## src/rtl/lwdt_pkg.sv

```systemverilog
`timescale 1ns/1ps
package lwdt_pkg;
  typedef enum logic [1:0] {
    MODE_RUN   = 2'b00,
    MODE_HALT  = 2'b01,
    MODE_STOP  = 2'b10,
    MODE_STOPX = 2'b11
  } mode_e;

  typedef struct packed {
    logic reload;
    logic countEn;
  } dpStrb_t;

  typedef struct packed {
    logic [2:0] sel;
    logic       haltEn;
    logic       stopEn;
  } cfg_t;

  localparam cfg_t CFG_DEFAULT = '{sel: 3'b111, haltEn: 1'b1, stopEn: 1'b0};
endpackage

```

## src/rtl/lwdt_datapath.sv

```systemverilog
`timescale 1ns/1ps
module lwdt_datapath
  import lwdt_pkg::*;
#(
  parameter int PRE_LOG2  = 6,
  parameter int BASE_LOG2 = 10
) (
  input  logic       clk,
  input  logic       pinRstN,
  input  dpStrb_t    strb,
  input  logic [2:0] loadSel,
  output logic       expire
);
  localparam int CNT_W = BASE_LOG2 + 6;

  logic [PRE_LOG2-1:0] pre;
  logic [CNT_W-1:0]    count;
  logic                tick;

  function automatic logic [CNT_W-1:0] loadValue(input logic [2:0] sel);
    logic [CNT_W:0] full;
    int shamt;
    shamt = (sel == 3'd0) ? BASE_LOG2 : BASE_LOG2 + int'(sel) - 1;
    full  = (CNT_W+1)'(1) << shamt;
    return CNT_W'(full - (CNT_W+1)'(1));
  endfunction

  assign tick   = strb.countEn && (pre == '1);
  assign expire = tick && (count == '0);

  always_ff @(posedge clk or negedge pinRstN) begin
    if (!pinRstN) begin
      pre   <= '0;
      count <= loadValue(CFG_DEFAULT.sel);
    end else if (strb.reload) begin
      pre   <= '0;
      count <= loadValue(loadSel);
    end else if (strb.countEn) begin
      pre <= pre + 1'b1;
      if (tick) count <= count - 1'b1;
    end
  end

  // Frozen count in stop, or in halt with halt counting off
  p_frozen_r8: assert property (@(posedge clk) disable iff (!pinRstN)
    (!strb.countEn && !strb.reload) |=> ($stable(count) && $stable(pre)));

  // The counter moves by at most one step per prescaler wrap
  p_single_step_r1: assert property (@(posedge clk) disable iff (!pinRstN)
    (!strb.reload && !tick) |=> $stable(count));
endmodule

```

## src/rtl/lwdt_ctrl.sv

```systemverilog
`timescale 1ns/1ps
module lwdt_ctrl
  import lwdt_pkg::*;
(
  input  logic       clk,
  input  logic       pinRstN,
  input  logic       softRst,
  input  logic [1:0] mode,
  input  logic       refresh,
  input  logic       instrDone,
  input  logic       cfgWr,
  input  logic [4:0] cfgWrData,
  input  logic       stopExec,
  input  logic       wdtFlagClr,
  input  logic       stopFlagClr,
  input  logic       expire,
  output dpStrb_t    strb,
  output logic [2:0] loadSel,
  output logic       timeoutEvt,
  output logic       wdtFlag,
  output logic       stopFlag
);
  cfg_t  cfg, cfgNext;
  logic  winOpen;
  logic  cfgAccept;
  logic  enabled;
  mode_e curMode;

  assign curMode   = mode_e'(mode);
  assign cfgAccept = cfgWr && winOpen && !softRst;
  assign enabled   = (cfg.sel != 3'b000);

  always_comb begin
    cfgNext = cfg;
    if (softRst)        cfgNext = CFG_DEFAULT;
    else if (cfgAccept) cfgNext = cfg_t'(cfgWrData);
  end

  assign loadSel = cfgNext.sel;

  always_comb begin
    strb.countEn = 1'b0;
    if (enabled) begin
      unique case (curMode)
        MODE_RUN:  strb.countEn = 1'b1;
        MODE_HALT: strb.countEn = cfg.haltEn;
        default:   strb.countEn = 1'b0;
      endcase
    end
    strb.reload = refresh || expire || cfgAccept || softRst;
  end

  always_ff @(posedge clk or negedge pinRstN) begin
    if (!pinRstN) begin
      cfg     <= CFG_DEFAULT;
      winOpen <= 1'b1;
    end else begin
      cfg <= cfgNext;
      if (softRst)        winOpen <= 1'b1;
      else if (instrDone) winOpen <= 1'b0;
    end
  end

  always_ff @(posedge clk or negedge pinRstN) begin
    if (!pinRstN) begin
      timeoutEvt <= 1'b0;
      wdtFlag    <= 1'b0;
      stopFlag   <= 1'b0;
    end else begin
      timeoutEvt <= expire;
      if (expire)          wdtFlag <= 1'b1;
      else if (wdtFlagClr) wdtFlag <= 1'b0;
      if (stopExec && cfg.stopEn) stopFlag <= 1'b1;
      else if (stopFlagClr)       stopFlag <= 1'b0;
    end
  end

  p_evt_pulse_r9: assert property (@(posedge clk) disable iff (!pinRstN)
    timeoutEvt |=> !timeoutEvt);

  p_evt_flag_r9: assert property (@(posedge clk) disable iff (!pinRstN)
    timeoutEvt |-> wdtFlag);

  p_flag_sticky_r10: assert property (@(posedge clk) disable iff (!pinRstN)
    (wdtFlag && !wdtFlagClr) |=> wdtFlag);

  p_cfg_locked_r4: assert property (@(posedge clk) disable iff (!pinRstN)
    (!winOpen && !softRst) |=> $stable(cfg));

  p_off_no_expire_r2: assert property (@(posedge clk) disable iff (!pinRstN)
    (cfg.sel == 3'b000) |-> !expire);
endmodule

```

## src/rtl/lock_wdog.sv

```systemverilog
`timescale 1ns/1ps
module lock_wdog
  import lwdt_pkg::*;
#(
  parameter int          PRE_LOG2  = 6,
  parameter int          BASE_LOG2 = 10,
  parameter logic [15:0] VEC_ADDR  = 16'h0020
) (
  input  logic        clk,
  input  logic        pinRstN,
  input  logic        softRst,
  input  logic [1:0]  mode,
  input  logic        refresh,
  input  logic        instrDone,
  input  logic        cfgWr,
  input  logic [4:0]  cfgWrData,
  input  logic        stopExec,
  input  logic        wdtFlagClr,
  input  logic        stopFlagClr,
  output logic        timeoutEvt,
  output logic [15:0] vecAddr,
  output logic        wdtFlag,
  output logic        stopFlag
);
  dpStrb_t    strb;
  logic [2:0] loadSel;
  logic       expire;

  assign vecAddr = VEC_ADDR;

  lwdt_ctrl u_ctrl (
    .clk(clk), .pinRstN(pinRstN), .softRst(softRst), .mode(mode),
    .refresh(refresh), .instrDone(instrDone), .cfgWr(cfgWr),
    .cfgWrData(cfgWrData), .stopExec(stopExec), .wdtFlagClr(wdtFlagClr),
    .stopFlagClr(stopFlagClr), .expire(expire), .strb(strb),
    .loadSel(loadSel), .timeoutEvt(timeoutEvt), .wdtFlag(wdtFlag),
    .stopFlag(stopFlag)
  );

  lwdt_datapath #(.PRE_LOG2(PRE_LOG2), .BASE_LOG2(BASE_LOG2)) u_dp (
    .clk(clk), .pinRstN(pinRstN), .strb(strb), .loadSel(loadSel),
    .expire(expire)
  );
endmodule

```

## config.mk

```make
export PLATFORM = sky130hd
export DESIGN_NAME = lock_wdog
export DESIGN_NICKNAME = d
export VERILOG_FILES = /design/src/rtl/lwdt_pkg.sv /design/src/rtl/lwdt_datapath.sv /design/src/rtl/lwdt_ctrl.sv /design/src/rtl/lock_wdog.sv
export SDC_FILE = /design/constraint.sdc
export NUM_CORES = 1
export LEC_CHECK = 0
export CORE_MARGIN = 4
export CORE_UTILIZATION = 30
export DETAILED_ROUTE_END_ITERATION = 12
export DONT_BUFFER_PORTS = 1
export GPL_ROUTABILITY_DRIVEN = 0
export GPL_TIMING_DRIVEN = 0
export SLEW_MARGIN = 20
export SYNTH_ARGS = -nofsm -noshare
export SYNTH_HDL_FRONTEND = slang
export SYNTH_SLANG_ARGS = --single-unit
```

## constraint.sdc

```tcl
create_clock -name clk -period 3.2 [get_ports clk]
set_clock_uncertainty 0.15 [all_clocks]
set_input_delay 0.32 -clock clk [delete_from_list [all_inputs] [get_ports clk]]
set_output_delay 0.32 -clock clk [all_outputs]
set_load 0.03 [all_outputs]
```

==> results.txt <==
Final setup viols -> 0
DRT met1 WL -> 2.03 mm
Drt via density -> 4.83
DP Cell Count -> 326
Antenna cells -> 0
1st-iter DRT viols -> 80
CTS tree -> built
Crit Path Class -> flop to flop
Area contributors post-synth -> dfstp_2, dfrtp_1, buf_4
Final nets -> 289
Main combinational cell family by area after synthesis -> simple AND/OR/NAND/NOR gates
Port bufs -> 0
DR WL met3 -> 192 µm
Fmax -> 0.332 GHz
Cell Rows -> 29
Worst path slowest cell -> dfstp_2
Yosys warns -> 0
Fin cells -> 344
Share of post-route cells with drive strength above 1 -> 28.1%
Final period utilization -> 94.0%
Max IR drop VDD -> 0.000123 V
Crit. End Element -> flop
Design area -> 0.00253 mm²
Status -> finished, final reports clean
Full die area -> 0.00821 mm²
Die Width -> 90.6 µm
Cells along the critical path -> nand2_4 > a211oi_4 > inv_2 > ha_4 > and4b_1 > nor3_4 > nor4_1 > mux2i_1 > nand4_1 > xor2_1 > mux2_4
Post-route ant nets -> 0
Post-synthesis adder-cell area fraction -> 4.28%
Mean Syn Cell Area -> 8.71 µm²
Main synth FF type -> dfstp_2
XOR/XNOR Fraction of Synth Area -> 5.56%
Clock share of power -> 28.9%
Largest area contributor in the netlist -> dfstp_2
Final min period -> 3010 ps
First-pass GRT wire length -> 7.50 mm
Netlist cell types -> 49
Max Transition Viols Final -> 0
Vias in the first global route -> 1616
DRT Pass-1 Iters -> 4
Die height -> 90.6 µm
Pin count of the biggest net entering global routing -> 32
Final Hold Viols -> 0
CP peak stage delay -> 610 ps
Post-Route WL -> 4.34 mm
Max Cap Viol -> 0
Post-synthesis cell count -> 235
Ports -> 35
Unrepaired setup endpoints after global routing -> false
DP Area -> 0.00220 mm²
Fraction of the mapped netlist area in simple logic gates -> 24.2%
Comb pwr share -> 23.8%
Depth of the CTS H-tree -> 2
Core Area -> 0.00649 mm²
DRC Markers -> 0
Via count -> 1660
Internal -> 707 µW
Crit path arrival time -> 3070 ps
Synthesized cell area -> 0.00205 mm²
Final Util -> 39.0%
Top Layer Used -> met4
Clock transition at the registers of the reported paths -> 60 ps
CP startpoint kind -> flop
Sw frac -> 30.4%
Most frequent cells in the layout -> nor2_1, nand2_1, buf_4
Final setup TNS -> 0 ps
Worst-path fanout max -> 7
Synth Area in Compound Gates -> 14.2%
EDFF count, synth -> 0
Clock Sinks -> 31
Cell Pwr Density -> 401 mW/mm²
Worst path required time -> 3260 ps
Clock tree buffer depth -> 2
Worst skew pair latency -> 280 ps
Post-DP HPWL -> 3.10 mm
WL met2 -> 2.05 mm
Async set-or-reset flop fraction in the synthesized netlist -> 100%
Multiplexer share of the synthesized area -> 2.20%
Register area share after synthesis -> 39.2%
Sequential Power Share -> 47.3%
Yosys reg bits -> 31
Grt ovf -> 0
Hold Path Class -> primary input to flop
Switching power total -> 309 µW
Num CTS Buffers -> 5
Root buffer cell -> clkbuf_8
Share of the synthesized area in the top cell type -> 27.0%
Antenna violations before repair -> 0
WL/cell -> 12.6 µm
Area growth, synth to finish -> 23.8%
Leakage power -> 0.00104 µW
Overall Global Routing Usage -> 11.1%
Initial Utilization -> 31.5%
-- worst max-delay path, delay by kind of cell (launching register included) --
kind / cells / cell delay, ps
AO/OA/AOI/OAI: 1 / 240
flip-flops: 1 / 610
buffers and inverters: 1 / 110
XOR/XNOR: 1 / 170
AND/OR/NAND/NOR: 5 / 820
multiplexers: 2 / 520
adder cells (fa/ha/maj): 1 / 310
-- flip-flops by register name, indices dropped and copies added (netlist names) --
name / flops
u_ctrl.timeoutEvt: 1
u_ctrl.cfg: 5
u_ctrl.wdtFlag: 1
u_ctrl.winOpen: 1
u_dp.pre: 6
u_ctrl.stopFlag: 1
u_dp.count: 16
-- power groups by stage --
stage               Sequential [µW]  Clock, µW  Combinational (µW)
floorplan                       476          0                 160
global placement                484          0                 182
detailed placement              485          0                 184
CTS                             479        307                 214
global route                    487        326                 269
finish                          480        294                 242
-- layout make-up --
type / count / area, µm²
buffer: 22 / 160
clock buffer: 7 / 76.3
clock inverter: 1 / 5.00
fill: 637 / 3960
inverter: 11 / 41.3
multi-input combinational: 184 / 1250
sequential: 31 / 802
tap: 77 / 96.3
timing repair buffer: 11 / 105
-- metrics by stage --
stage	power, µW	setup slack, ps	hold slack [ps]
2_1_floorplan	636	94.7	-126
3_3_place_gp	666	-325	-125
3_5_place_dp	668	-291	-125
4_1_cts	1000	5.26	9.51
5_1_grt	1080	29.7	8.34
6_report	1020	191	15.6
-- kinds of logic (layout without fill, tap and decap cells) --
kind of cell	count (synthesis)	after routing
simple gates	100	100
flops	31	31
mux	4	4
fa+ha+maj	7	7
buf+inv	34	52
other cells	2	16
compound gates	44	44
xor+xnor	13	13
-- per-layer routing --
layer | GRT usage, % | up-vias
li1 | - | 850
met1 | 14.6 | 762
met2 | 17.2 | 41
met3 | 2.67 | 7
met4 | 5.10 | 0
met5 | 0 | -
-- timing repair --
action                                  CTS  global route
setup buffers                             2             4
gates cloned                              0             0
resized for setup                        10            15
endpoints found under the setup margin    4             5
pin swaps                                 3             7
endpoints found under the hold margin    34             0
hold buffers                              5             0
-- synth_stat cells, types with 2 or more instances --
cell type,count
clkbuf_1,2
and2_1,2
a32oi_1,2
nand4_1,2
nor4_1,4
xor2_1,7
nor2_1,26
or3_1,5
mux2i_1,3
buf_4,16
ha_1,7
nand2_1,27
nor3_1,13
nand3_1,4
dfstp_2,21
a211oi_1,2
conb_1,2
a21oi_1,14
buf_6,2
and3_1,4
xnor2_1,6
o21ai_0,12
o22ai_1,3
nand2b_1,2
inv_1,11
buf_2,2
nor3b_1,3
dfrtp_1,10
-- path summary, 6_finish.rpt --
check                          startpoint               to  slack, ps  cells past startpoint
setup / recovery           u_ctrl.winOpen   u_dp.count[14]        190                     11
hold / removal                   stopExec  u_ctrl.stopFlag         20                      2
setup reg to reg           u_ctrl.winOpen   u_dp.count[14]        190                     11
hold reg to reg            u_dp.count[15]   u_dp.count[15]        320                      2
max in group asynchronous         pinRstN    u_ctrl.cfg[1]       2310                      2
min in group asynchronous         pinRstN      u_dp.pre[4]        340                      2
(Power assumes the default switching activity.)
